===== src/rtl/spi_flash_pkg.sv =====
package spi_flash_pkg;
  // configuration word field positions (decoded by the control block)
  localparam int BIT_MEN      = 0;
  localparam int BIT_CPOL     = 1;
  localparam int BIT_CPHA     = 2;
  localparam int DIV_LSB      = 3;
  localparam int DIV_W        = 3;
  localparam int CS_LSB       = 10;
  localparam int BIT_MANCS    = 14;
  localparam int BIT_MANSTART = 15;
  localparam int BIT_START    = 16;

  typedef enum logic [1:0] {ST_IDLE, ST_RUN, ST_DONE} engState_t;

  // strobes from control to datapath
  typedef struct packed {
    logic load;    // take a new word into the shifter
    logic tick;    // serial clock transition this cycle
    logic sample;  // capture miso at this transition
    logic shift;   // advance mosi at this transition
    logic finish;  // word complete, publish received word
  } engStrobe_t;
endpackage


===== src/rtl/spi_flash_txq.sv =====
module spi_flash_txq #(
  parameter int DEPTH = 4,
  parameter int W     = 32
) (
  input  logic         clk,
  input  logic         rstN,
  input  logic         push,
  input  logic [W-1:0] pushData,
  input  logic         pop,
  output logic [W-1:0] headData,
  output logic         empty,
  output logic         full
);
  localparam int AW    = (DEPTH > 1) ? $clog2(DEPTH) : 1;
  localparam int CNT_W = $clog2(DEPTH + 1);

  logic [W-1:0]     mem [DEPTH];
  logic [AW-1:0]    wrPtr, rdPtr;
  logic [CNT_W-1:0] count;
  logic             doPush, doPop;

  assign empty    = (count == '0);
  assign full     = (count == CNT_W'(DEPTH));
  assign doPush   = push && !full;
  assign doPop    = pop && !empty;
  assign headData = mem[rdPtr];

  function automatic logic [AW-1:0] nextPtr(input logic [AW-1:0] p);
    return (p == AW'(DEPTH - 1)) ? '0 : p + 1'b1;
  endfunction

  always_ff @(posedge clk or negedge rstN) begin
    if (!rstN) begin
      wrPtr <= '0;
      rdPtr <= '0;
      count <= '0;
    end else begin
      if (doPush) wrPtr <= nextPtr(wrPtr);
      if (doPop)  rdPtr <= nextPtr(rdPtr);
      if (doPush && !doPop)      count <= count + 1'b1;
      else if (doPop && !doPush) count <= count - 1'b1;
    end
  end

  always_ff @(posedge clk) begin
    if (doPush) mem[wrPtr] <= pushData;
  end
endmodule


===== src/rtl/spi_flash_ctrl.sv =====
module spi_flash_ctrl
  import spi_flash_pkg::*;
#(
  parameter int NCS    = 2,
  parameter int WORD_W = 32
) (
  input  logic             clk,
  input  logic             rstN,
  input  logic             cfgWe,
  input  logic [31:0]      cfgWdata,
  input  logic             enWe,
  input  logic             enBit,
  input  logic             qEmpty,
  output logic [31:0]      cfgQ,
  output engStrobe_t       stb,
  output logic             busy,
  output logic [NCS-1:0]   csN
);
  localparam int EDGES    = 2 * WORD_W;
  localparam int EDGE_W   = $clog2(EDGES);
  localparam int DIVCNT_W = 2 ** DIV_W;

  engState_t             state;
  logic                  enQ;
  logic [EDGE_W-1:0]     edgeCnt;
  logic [DIVCNT_W-1:0]   divCnt, halfLim;
  logic                  go, clearStart, cpha;

  assign cpha    = cfgQ[BIT_CPHA];
  assign halfLim = DIVCNT_W'(1) << cfgQ[DIV_LSB +: DIV_W];
  assign busy    = (state != ST_IDLE);
  assign go      = enQ && cfgQ[BIT_MEN] && !qEmpty &&
                   (!cfgQ[BIT_MANSTART] || cfgQ[BIT_START]);

  always_comb begin
    stb        = '0;
    stb.load   = go && (state == ST_IDLE || state == ST_DONE);
    stb.tick   = (state == ST_RUN) && (divCnt == halfLim - 1'b1);
    // even transitions are leading edges
    stb.sample = stb.tick && (edgeCnt[0] == cpha);
    stb.shift  = stb.tick && (edgeCnt[0] != cpha);
    stb.finish = (state == ST_DONE);
  end

  assign clearStart = (state == ST_DONE) && !stb.load && qEmpty;
  assign csN = (busy || cfgQ[BIT_MANCS]) ? cfgQ[CS_LSB +: NCS] : '1;

  always_ff @(posedge clk or negedge rstN) begin
    if (!rstN) begin
      cfgQ <= '0;
      enQ  <= 1'b0;
    end else begin
      if (enWe) enQ <= enBit;
      if (cfgWe)           cfgQ <= cfgWdata;
      else if (clearStart) cfgQ[BIT_START] <= 1'b0;
    end
  end

  always_ff @(posedge clk or negedge rstN) begin
    if (!rstN) begin
      state   <= ST_IDLE;
      edgeCnt <= '0;
      divCnt  <= '0;
    end else if (stb.load) begin
      state   <= ST_RUN;
      edgeCnt <= '0;
      divCnt  <= '0;
    end else begin
      case (state)
        ST_RUN: begin
          if (stb.tick) begin
            divCnt  <= '0;
            edgeCnt <= edgeCnt + 1'b1;
            if (edgeCnt == EDGE_W'(EDGES - 1)) state <= ST_DONE;
          end else begin
            divCnt <= divCnt + 1'b1;
          end
        end
        ST_DONE: state <= ST_IDLE;
        default: state <= ST_IDLE;
      endcase
    end
  end
endmodule


===== src/rtl/spi_flash_dp.sv =====
module spi_flash_dp
  import spi_flash_pkg::*;
#(
  parameter int WORD_W = 32
) (
  input  logic              clk,
  input  logic              rstN,
  input  engStrobe_t        stb,
  input  logic              cpol,
  input  logic              cpha,
  input  logic              busy,
  input  logic [WORD_W-1:0] txWord,
  input  logic              miso,
  output logic              sclk,
  output logic              mosi,
  output logic              rxValid,
  output logic [WORD_W-1:0] rxData
);
  logic [WORD_W-1:0] txSh, rxSh;

  always_ff @(posedge clk or negedge rstN) begin
    if (!rstN) begin
      sclk    <= 1'b0;
      mosi    <= 1'b0;
      txSh    <= '0;
      rxSh    <= '0;
      rxValid <= 1'b0;
      rxData  <= '0;
    end else begin
      rxValid <= stb.finish;
      if (stb.finish) rxData <= rxSh;
      if (stb.load) begin
        sclk <= cpol;
        if (!cpha) begin
          mosi <= txWord[WORD_W-1];
          txSh <= txWord << 1;
        end else begin
          txSh <= txWord;
        end
      end else if (stb.tick) begin
        sclk <= ~sclk;
        if (stb.sample) rxSh <= {rxSh[WORD_W-2:0], miso};
        if (stb.shift) begin
          mosi <= txSh[WORD_W-1];
          txSh <= txSh << 1;
        end
      end else if (!busy) begin
        sclk <= cpol;
      end
    end
  end
endmodule


===== src/rtl/spi_flash_engine.sv =====
module spi_flash_engine
  import spi_flash_pkg::*;
#(
  parameter int NCS      = 2,
  parameter int TX_DEPTH = 4
) (
  input  logic           clk,
  input  logic           rstN,
  input  logic           cfgWe,
  input  logic [31:0]    cfgWdata,
  output logic [31:0]    cfgRdata,
  input  logic           enWe,
  input  logic           enBit,
  input  logic           txValid,
  input  logic [31:0]    txData,
  output logic           txReady,
  output logic           rxValid,
  output logic [31:0]    rxData,
  output logic           busy,
  output logic           sclk,
  output logic           mosi,
  input  logic           miso,
  output logic [NCS-1:0] csN
);
  localparam int WORD_W = 32;

  engStrobe_t        stb;
  logic              qEmpty, qFull;
  logic [WORD_W-1:0] headWord;

  assign txReady = !qFull;

  spi_flash_txq #(.DEPTH(TX_DEPTH), .W(WORD_W)) u_txq (
    .clk(clk), .rstN(rstN), .push(txValid), .pushData(txData),
    .pop(stb.load), .headData(headWord), .empty(qEmpty), .full(qFull)
  );

  spi_flash_ctrl #(.NCS(NCS), .WORD_W(WORD_W)) u_ctrl (
    .clk(clk), .rstN(rstN), .cfgWe(cfgWe), .cfgWdata(cfgWdata),
    .enWe(enWe), .enBit(enBit), .qEmpty(qEmpty), .cfgQ(cfgRdata),
    .stb(stb), .busy(busy), .csN(csN)
  );

  spi_flash_dp #(.WORD_W(WORD_W)) u_dp (
    .clk(clk), .rstN(rstN), .stb(stb), .cpol(cfgRdata[BIT_CPOL]),
    .cpha(cfgRdata[BIT_CPHA]), .busy(busy), .txWord(headWord),
    .miso(miso), .sclk(sclk), .mosi(mosi), .rxValid(rxValid),
    .rxData(rxData)
  );
endmodule


===== config.mk =====
export PLATFORM = sky130hd
export DESIGN_NAME = spi_flash_engine
export DESIGN_NICKNAME = d
export VERILOG_FILES = /design/src/rtl/spi_flash_pkg.sv /design/src/rtl/spi_flash_txq.sv /design/src/rtl/spi_flash_ctrl.sv /design/src/rtl/spi_flash_dp.sv /design/src/rtl/spi_flash_engine.sv
export SDC_FILE = /design/constraint.sdc
export NUM_CORES = 1
export LEC_CHECK = 0
export BUFFER_PORTS_ARGS = -buffer_cell sky130_fd_sc_hd__buf_2
export CELL_PAD_IN_SITES_DETAIL_PLACEMENT = 1
export CELL_PAD_IN_SITES_GLOBAL_PLACEMENT = 2
export CORE_MARGIN = 1.5
export CORE_UTILIZATION = 30
export DETAILED_ROUTE_END_ITERATION = 16
export GPL_TIMING_DRIVEN = 0
export PLACE_DENSITY = 0.64
export SLEW_MARGIN = 5
export SYNTH_ARGS = -nofsm -noshare
export SYNTH_HDL_FRONTEND = slang
export SYNTH_SLANG_ARGS = --single-unit

===== constraint.sdc =====
create_clock -name clk -period 3.85 [get_ports clk]
set_input_delay 1.155 -clock clk [delete_from_list [all_inputs] [get_ports clk]]
set_output_delay 1.155 -clock clk [all_outputs]
set_load 0.01 [all_outputs]

==> impl_metrics.ini, run 1 <==
[critical_path]
path_cells = or3_1 > and4_1 > clkinv_1 > buf_2 > buf_1 > ha_1 > inv_1 > fa_1 > xor2_1 > nor2_1 > xor2_1
cpPeakStageDelay_ns = 0.47
cp_common_cell = xor2_1
required_ns = 4.30
path_depth = 11
r2r_setup_slack_ns = 0.52
end_kind = flop
cpLargestDelayFamily = buffers and inverters
critPathArrivalTime_ns = 3.78
setup.worst_path.start_class = flop
crit_fanout = 10
critPathKind = flop to flop
path_buf_inv = 4
cp_slowest_cell = or3_1
r2r_cells = 11

[clocking]
cts-resized-gates = 0
cts_buffers = 35
cts_num_sinks = 283
clock_path_buffers = 3
cts_setup_buffers = 0
htree_levels = 2
clock-root-buffer = clkbuf_16
clk_pin_slew_ns = 0.06
cts_hold_buf = 0
cts_tree = done
clock_latency_ns = 0.54

[detailed_routing]
num_vias = 7064
wl_per_cell_microns = 18.7
totalWireLength_mm = 27.6
routed_via_density = 4.77
first_pass_iters = 4
first_iter_violations = 284
drc = 0
postRouteAntennaNets = 0

[finish]
area.growth.synth_to_final_pct = 21.9
final_cell_mix = 155 x dfrtp_1, 149 x buf_2, 128 x edfxtp_1
drive_gt1_frac = 0.371
seq_area_sq_mm = 0.00772
multi_input_area_sq_mm = 0.00389
layout.cells.most_common = dfrtp_1
final_nets = 1016
post-route-util = 0.373
fillCellCount = 4027

[synth]
syn_inst = 754
synth_top_family_by_area = multiplexers
synth-simple-area-share = 0.0540
synthArstFlopShare = 0.548
synth-warning-count = 0
synth_top_cell_area_share = 0.327
syn_avg_cell_area_sq_um = 15.7
synth_area_sq_mm = 0.0119
synth_xor_xnor_area_share = 0.00664
synth_compound_area_frac = 0.0653
synth_area_leaders = dfrtp_1 33%, edfxtp_1 32%, mux2_2 6.4%, mux4_2 6.1%, mux2_4 3.8%
synth-adder-area-share = 0.0101
synth.mux.area_fraction = 0.191
ys_seq_area_frac = 0.651
synth_seq_cells = 283
yosysUniqueCellTypes = 56
synth_top_area_cell = dfrtp_1
synth_ff_type = dfrtp_1
synth_edf_count = 128
synth_nets = 834

[timing]
setup_tns_ns = 0
fmax_mhz = 300
setup_ws_ns = 0.522
rsz0062_at_grt = no
hold_viol = 0
setup_viol = 0
slew_headroom = 0.492
fin_crit_ns = 3.33
fin_skew_ns = 0.0228
holdWs_ns = 0.488
timing.final.crit_share = 0.864
worst_pin_slew_ns = 0.762
slew_viol_final = 0

[global_routing]
grt_start_max_net_pins = 89
grt_antenna_before_repair = 1
grt_util_all_layers = 0.140
grt_pass1_vias = 7637
grt_overflow = 0
grt_pass1_wl_mm = 44.5

[floorplanning]
ios = 142
die_area_sq_mm = 0.0408
die_y_microns = 202
die_x_microns = 202
core_sq_mm = 0.0388
initial_utilization = 0.306
std_cell_rows = 72

[place]
dpl.hpwl_mm = 18.5
routabilityCongestion = 0.710
io_buffer_count = 140
place_ws_ns = 0.450

[outcome]
status = complete, no violations

[flow_run]
cap_violations = 0

[hold_path]
whs_path_depth = 1
hp-class = flop to flop

[power]
powerDensity_mw_per_mm2 = 666
ir_drop_mv = 0.398
p_leak_uw = 0.00604
-- metrics by stage --
step                instances  power (uW)  area [sq um]
floorplan                 754        5720         11900
global placement         1412        6490         13200
detailed placement       1417        6580         13300
CTS                      1481        9850         14500
global route             1482       10200         14500
finish                   1482        9640         14500
-- worst paths after layout --
| check | endpoint | start |
|---|---|---|
| setup / recovery | u_txq.count[2] | u_txq.count[0] |
| hold / removal | u_txq.count[2] | u_txq.count[2] |
| setup reg to reg | u_txq.count[2] | u_txq.count[0] |
| hold reg to reg | u_txq.count[2] | u_txq.count[2] |
| max in group asynchronous | u_ctrl.cfgQ[31] | rstN |
| min in group asynchronous | u_ctrl.cfgQ[3] | rstN |
-- worst reg2reg max path: stages, from the launching register on --
cell and delay, ns:
dfrtp_1 0.43, or3_1 0.47, and4_1 0.30, clkinv_1 0.19, buf_2 0.26, buf_1 0.45
ha_1 0.28, inv_1 0.06, fa_1 0.38, xor2_1 0.17, nor2_1 0.11, xor2_1 0.15
-- cells in the mapped netlist (all sizes together) (2+ instances only) --
library cell,count
dfrtp,155
edfxtp,128
mux2,97
nand2,53
mux2i,34
mux4,32
o221ai,30
clkbuf,29
o21bai,29
buf,21
nor2,15
o21ai,14
a21oi,10
nor3,10
nand3,9
ha,8
o211ai,8
and3,7
inv,7
nand2b,7
xor2,5
and2,4
nor2b,4
or2,4
xnor2,4
nand4,3
a211o,2
a211oi,2
and4,2
nor4,2
o22ai,2
or3,2
-- final cells by class --
type,instances,area share
inverter,8,0.00207
timing repair buffer,145,0.0565
sequential,283,0.533
clock buffer,47,0.0679
antenna,1,0.000173
clock inverter,17,0.0102
multi-input combinational,413,0.268
tap,518,0.0448
buffer,50,0.0164
-- sequential cells by signal (all words and copies together) (netlist names) --
register	flops
u_txq.mem	128
u_ctrl.cfgQ	32
u_dp.rxData	32
u_dp.rxSh	32
u_dp.txSh	32
u_ctrl.divCnt	8
u_ctrl.edgeCnt	6
u_txq.count	3
u_ctrl.state	2
u_txq.rdPtr	2
u_txq.wrPtr	2
u_ctrl.enQ	1
u_dp.mosi	1
u_dp.rxValid	1
u_dp.sclk	1
-- report_power, final --
group	internal (uW)	switching, uW
combinational	1070	1410
sequential	3740	222
clock	1880	1300
-- routing by layer --
metal / wire, microns / track usage
met1: 13000 / 0.192
met2: 12800 / 0.222
met3: 1180 / 0.0258
met4: 638 / 0.0506
met5: 0 / 0
-- kinds of logic after synthesis --
family | Yosys count
flip-flops | 283
multiplexers | 163
AND/OR/NAND/NOR | 128
AO/OA/AOI/OAI | 104
buffers and inverters | 58
XOR/XNOR | 9
adder cells (fa/ha/maj) | 9
No activity file was read; power rests on OpenSTA's default activity.
==> run 2: changes to the inputs <==
--- a/config.mk
+++ b/config.mk
@@ -8,11 +8,11 @@
 export BUFFER_PORTS_ARGS = -buffer_cell sky130_fd_sc_hd__buf_2
 export CELL_PAD_IN_SITES_DETAIL_PLACEMENT = 1
 export CELL_PAD_IN_SITES_GLOBAL_PLACEMENT = 2
-export CORE_MARGIN = 1.5
-export CORE_UTILIZATION = 30
+export CORE_MARGIN = 2
+export CORE_UTILIZATION = 42
 export DETAILED_ROUTE_END_ITERATION = 16
 export GPL_TIMING_DRIVEN = 0
-export PLACE_DENSITY = 0.64
+export PLACE_DENSITY = 0.83
 export SLEW_MARGIN = 5
 export SYNTH_ARGS = -nofsm -noshare
 export SYNTH_HDL_FRONTEND = slang
==> impl_metrics.ini, run 2 (synthesis gave the netlist of run 1 again) <==
[finish]
final_cells = 1329
seq_area_sq_mm = 0.00772
post-route-util = 0.508
area.growth.synth_to_final_pct = 18.8
fillCellCount = 2780
multi_input_area_sq_mm = 0.00389
final_nets = 1007
largest_reg_flops = 128
drive_gt1_frac = 0.361
diodes = 0
layout.cells.most_common = dfrtp_1
final_cell_mix = 155 x dfrtp_1, 149 x buf_2, 128 x edfxtp_1
regMostFlops = u_txq.mem

[place]
dpl.hpwl_mm = 17.1
io_buffer_count = 140
place_ws_ns = 0.456
post-place-cells = 1273
routabilityCongestion = 0.723

[timing]
fin_skew_ns = 0.00992
slew_headroom = 0.380
holdWs_ns = 0.493
hold_viol = 0
rsz0062_at_grt = no
slew_viol_final = 0
setup_ws_ns = 0.508
worst_pin_slew_ns = 0.930
timing.final.crit_share = 0.868
fmax_mhz = 299
fin_crit_ns = 3.34
setup_viol = 0

[critical_path]
setup.worst_path.start_class = flop
cpPeakStageDelay_ns = 0.47
end_kind = flop
cp_common_cell = xor2_1
crit_fanout = 10
required_ns = 4.31
critPathKind = flop to flop
critPathArrivalTime_ns = 3.81
path_cells = or3_1 > and4_1 > clkinv_1 > buf_2 > buf_1 > ha_1 > inv_1 > fa_1 > xor2_1 > nor2_1 > xor2_1
cp_slowest_cell = buf_1

[clocking]
clk_pin_slew_ns = 0.06
cts_setup_buffers = 0
clock_path_buffers = 3
cts_buffers = 30
htree_levels = 1
cts_tree = done
clock-root-buffer = clkbuf_16
cts_num_sinks = 283
clock_latency_ns = 0.54
cts-resized-gates = 0
cts_hold_buf = 0

[detailed_routing]
first_iter_violations = 350
wl_per_cell_microns = 19.3
routed_via_density = 5.25
drc = 0
num_vias = 6973
postRouteAntennaNets = 0
first_pass_iters = 4
totalWireLength_mm = 25.6

[floorplanning]
ios = 142
die_y_microns = 172
die_x_microns = 172
die_area_sq_mm = 0.0296
initial_utilization = 0.427
std_cell_rows = 61
core_sq_mm = 0.0278

[global_routing]
grt_pass1_wl_mm = 41.1
grt_util_all_layers = 0.176
grt_start_max_net_pins = 80
grt_antenna_before_repair = 0
grt_overflow = 0
grt_pass1_vias = 7416

[hold_path]
hp-class = flop to flop

[outcome]
status = complete, no violations

[power]
powerDensity_mw_per_mm2 = 663
power_uw = 9340
ir_drop_mv = 0.377
p_leak_uw = 0.00597

[flow_run]
cap_violations = 0
[run 2: changes by cell type in the layout (fill, tap and decap cells not counted), sizes merged]
cell and delta:
clkinvlp -6, buf -4, clkbuf -3, bufinv +2
inv -2, clkinv +1, diode -1
[run 2: power breakdown]
part / internal [uW] / switching, uW / leakage [uW]
Combinational: 1030 / 1400 / 0.00228
Clock: 1780 / 1160 / 0.000504
Sequential: 3750 / 224 / 0.00318
[run 2: final timing paths]
| check | startpoint | slack (ns) | cells after the start | end |
|---|---|---|---|---|
| max in group asynchronous | rstN | 2.47 | 2 | u_dp.rxSh[27] |
| worst max-delay path | u_txq.count[0] | 0.51 | 11 | u_txq.count[2] |
| worst min-delay path | u_txq.count[2] | 0.49 | 1 | u_txq.count[2] |
| worst max register to register | u_txq.count[0] | 0.51 | 11 | u_txq.count[2] |
| min in group asynchronous | rstN | 0.57 | 1 | u_ctrl.cfgQ[13] |
| worst min register to register | u_txq.count[2] | 0.49 | 1 | u_txq.count[2] |
[run 2: final cells by class]
class                      instances  share of cell area
clock buffer                      44              0.0627
buffer                            50              0.0169
tap                              378              0.0335
sequential                       283               0.548
multi-input combinational        413               0.276
clock inverter                    12             0.00932
inverter                           8             0.00213
timing repair buffer             141              0.0523
[run 2: per-layer routing]
metal	global-route usage	up-vias	routed length [microns]
li1	-	3211	-
met1	0.250	3576	12000
met2	0.288	157	12100
met3	0.0256	29	1120
met4	0.0387	0	458
met5	0	-	0
[run 2: critical path: cells and delay by family, from the launching register on]
kind	cells	cell delay (ns)
buf+inv	4	0.99
fa+ha+maj	2	0.67
flops	1	0.43
xor+xnor	2	0.32
simple gates	3	0.86
[run 2: through the flow]
stage	TNS, ns	cell area [sq um]
2_1_floorplan	0	11900
3_3_place_gp	-134.63	13000
3_5_place_dp	0	13100
4_1_cts	0	14100
5_1_grt	0	14100
6_report	0	14100
==> run 3: changes to the inputs <==
--- a/config.mk
+++ b/config.mk
@@ -12,7 +12,7 @@
 export CORE_UTILIZATION = 42
 export DETAILED_ROUTE_END_ITERATION = 16
 export GPL_TIMING_DRIVEN = 0
-export PLACE_DENSITY = 0.83
+export PLACE_DENSITY = 0.8
 export SLEW_MARGIN = 5
 export SYNTH_ARGS = -nofsm -noshare
 export SYNTH_HDL_FRONTEND = slang
==> constraint.sdc (replaced) <==
create_clock -name clk -period 3.2 [get_ports clk]
set_input_delay 0.96 -clock clk [delete_from_list [all_inputs] [get_ports clk]]
set_output_delay 0.96 -clock clk [all_outputs]
set_load 0.01 [all_outputs]
==> impl_metrics.ini, run 3 (synthesis gave the netlist of run 1 again) <==
[clocking]
cts_num_sinks = 283
cts_buffers = 30
clk_pin_slew_ns = 0.06
clock_latency_ns = 0.55
cts_hold_buf = 0
htree_levels = 1
clock_path_buffers = 3
cts_tree = done
clock-root-buffer = clkbuf_16
cts_setup_buffers = 0

[detailed_routing]
first_iter_violations = 413
drc = 0
postRouteAntennaNets = 0
wl_per_cell_microns = 19.3
totalWireLength_mm = 25.6
routed_via_density = 5.28
first_pass_iters = 4
num_vias = 7014

[timing]
worst_pin_slew_ns = 0.919
slew_viol_final = 0
setup_viol = 0
timing.final.crit_share = 0.923
setup_ws_ns = 0.248
slew_headroom = 0.387
fin_skew_ns = 0.0193
hold_viol = 0
rsz0062_at_grt = no
setup_tns_ns = 0
fmax_mhz = 339
fin_crit_ns = 2.95

[place]
place_ws_ns = -0.214
dpl.hpwl_mm = 17.5
routabilityCongestion = 0.730
io_buffer_count = 140

[hold_path]
hp-class = primary input to asynchronous set/reset pin

[critical_path]
crit_fanout = 19
cp_slowest_cell = or3_1
cp_common_cell = xor2_1
required_ns = 3.68
path_buf_inv = 3
cp-startpoint = u_txq.count[0]
cpLargestDelayFamily = simple AND/OR/NAND/NOR gates
path_cells = or3_1 > and4_1 > clkinv_1 > clkbuf_4 > ha_1 > inv_1 > fa_1 > xor2_1 > nor2_1 > xor2_1
setup.worst_path.start_class = flop
critPathKind = flop to flop
critPathArrivalTime_ns = 3.43
end_kind = flop
r2r-start = u_txq.count[0]
cpPeakStageDelay_ns = 0.49

[floorplanning]
die_area_sq_mm = 0.0296
initial_utilization = 0.427
core_sq_mm = 0.0278
die_y_microns = 172
die_x_microns = 172
ios = 142
std_cell_rows = 61

[finish]
layout.cells.most_common = dfrtp_1
drive_gt1_frac = 0.358
final_cell_mix = 155 x dfrtp_1, 148 x buf_2, 128 x edfxtp_1
largest_reg_flops = 128
regMostFlops = u_txq.mem
diodes = 0
final_nets = 1007
area.growth.synth_to_final_pct = 18.3
post-route-util = 0.506

[power]
p_clk_frac = 0.299
powerDensity_mw_per_mm2 = 784
p_switching_uw = 3310
ir_drop_mv = 0.462
p_sw_frac = 0.301
internal_power_uw = 7700
sequentialPowerShare = 0.434
pwr-share-comb = 0.267
power_uw = 11000
p_leak_uw = 0.00594

[global_routing]
globalRouteMet2Util = 0.297
grt_start_max_net_pins = 104
grt_pass1_vias = 7554
grt_util_all_layers = 0.177
grt_overflow = 0
grt_pass1_wl_mm = 41.2
busiest_layer = met2
grt_use_met3 = 0.0311
grt_antenna_before_repair = 2
grt_use_met1 = 0.242

[flow_run]
cap_violations = 0

[outcome]
status = complete, no violations
==> run 3: changes by cell type in the layout (fill, tap and decap cells not counted) <==
cell,previous run,this run
buf_1,5,4
clkbuf_8,6,1
bufinv_16,3,2
buf_12,0,1
clkbuf_4,0,1
buf_2,149,148
clkinv_2,6,8
clkinv_1,4,8
==> run 3: area by class of cell <==
| class | instances | area (sq um) |
|---|---|---|
| Inverter | 8 | 30.0 |
| Clock inverter | 17 | 126 |
| Clock buffer | 39 | 816 |
| Sequential cell | 283 | 7720 |
| Tap cell | 378 | 473 |
| Fill cell | 2787 | 13700 |
| Multi-Input combinational cell | 413 | 3890 |
| Buffer | 49 | 236 |
| Timing Repair Buffer | 142 | 758 |
==> run 3: power groups by stage <==
stage          Combinational [uW]  Clock, uW  Sequential [uW]
6_report                     2940       3300             4780
5_1_grt                      3280       3540             4860
4_1_cts                      3000       3390             4790
3_5_place_dp                 2970          0             4850
3_3_place_gp                 2890          0             4830
2_1_floorplan                2090          0             4790
==> run 3: final timing paths <==
kind	endpoint	slack, ns	cells after the start
worst max-delay path	u_txq.count[2]	0.25	10
worst min-delay path	u_dp.rxSh[19]	0.32	1
worst max register to register	u_txq.count[2]	0.25	10
worst min register to register	u_txq.count[2]	0.50	1
max in group asynchronous	u_dp.txSh[14]	2.03	2
min in group clk	u_txq.count[2]	0.50	1
==> run 3: through the flow <==
stage | cell area [sq um] | cells | hold WS [ns]
CTS | 14000 | 1329 | 0.325
global placement | 13000 | 1272 | 0.476
floorplan | 11900 | 754 | 0.455
detailed placement | 13100 | 1274 | 0.490
global route | 14000 | 1329 | 0.335
finish | 14000 | 1329 | 0.324
==> run 3: timing repair <==
item / CTS / global route
setup endpoints to repair: 2 / 1
gates resized for setup: 0 / 1
endpoints found under the hold margin: 0 / 0
==> run 3: per-layer routing <==
layer / part of all wire / vias up / wire length (microns)
li1: - / 3200 / -
met1: 0.45 / 3606 / 11600
met2: 0.48 / 175 / 12200
met3: 0.057 / 31 / 1460
met4: 0.012 / 2 / 319
met5: 0.00051 / - / 13
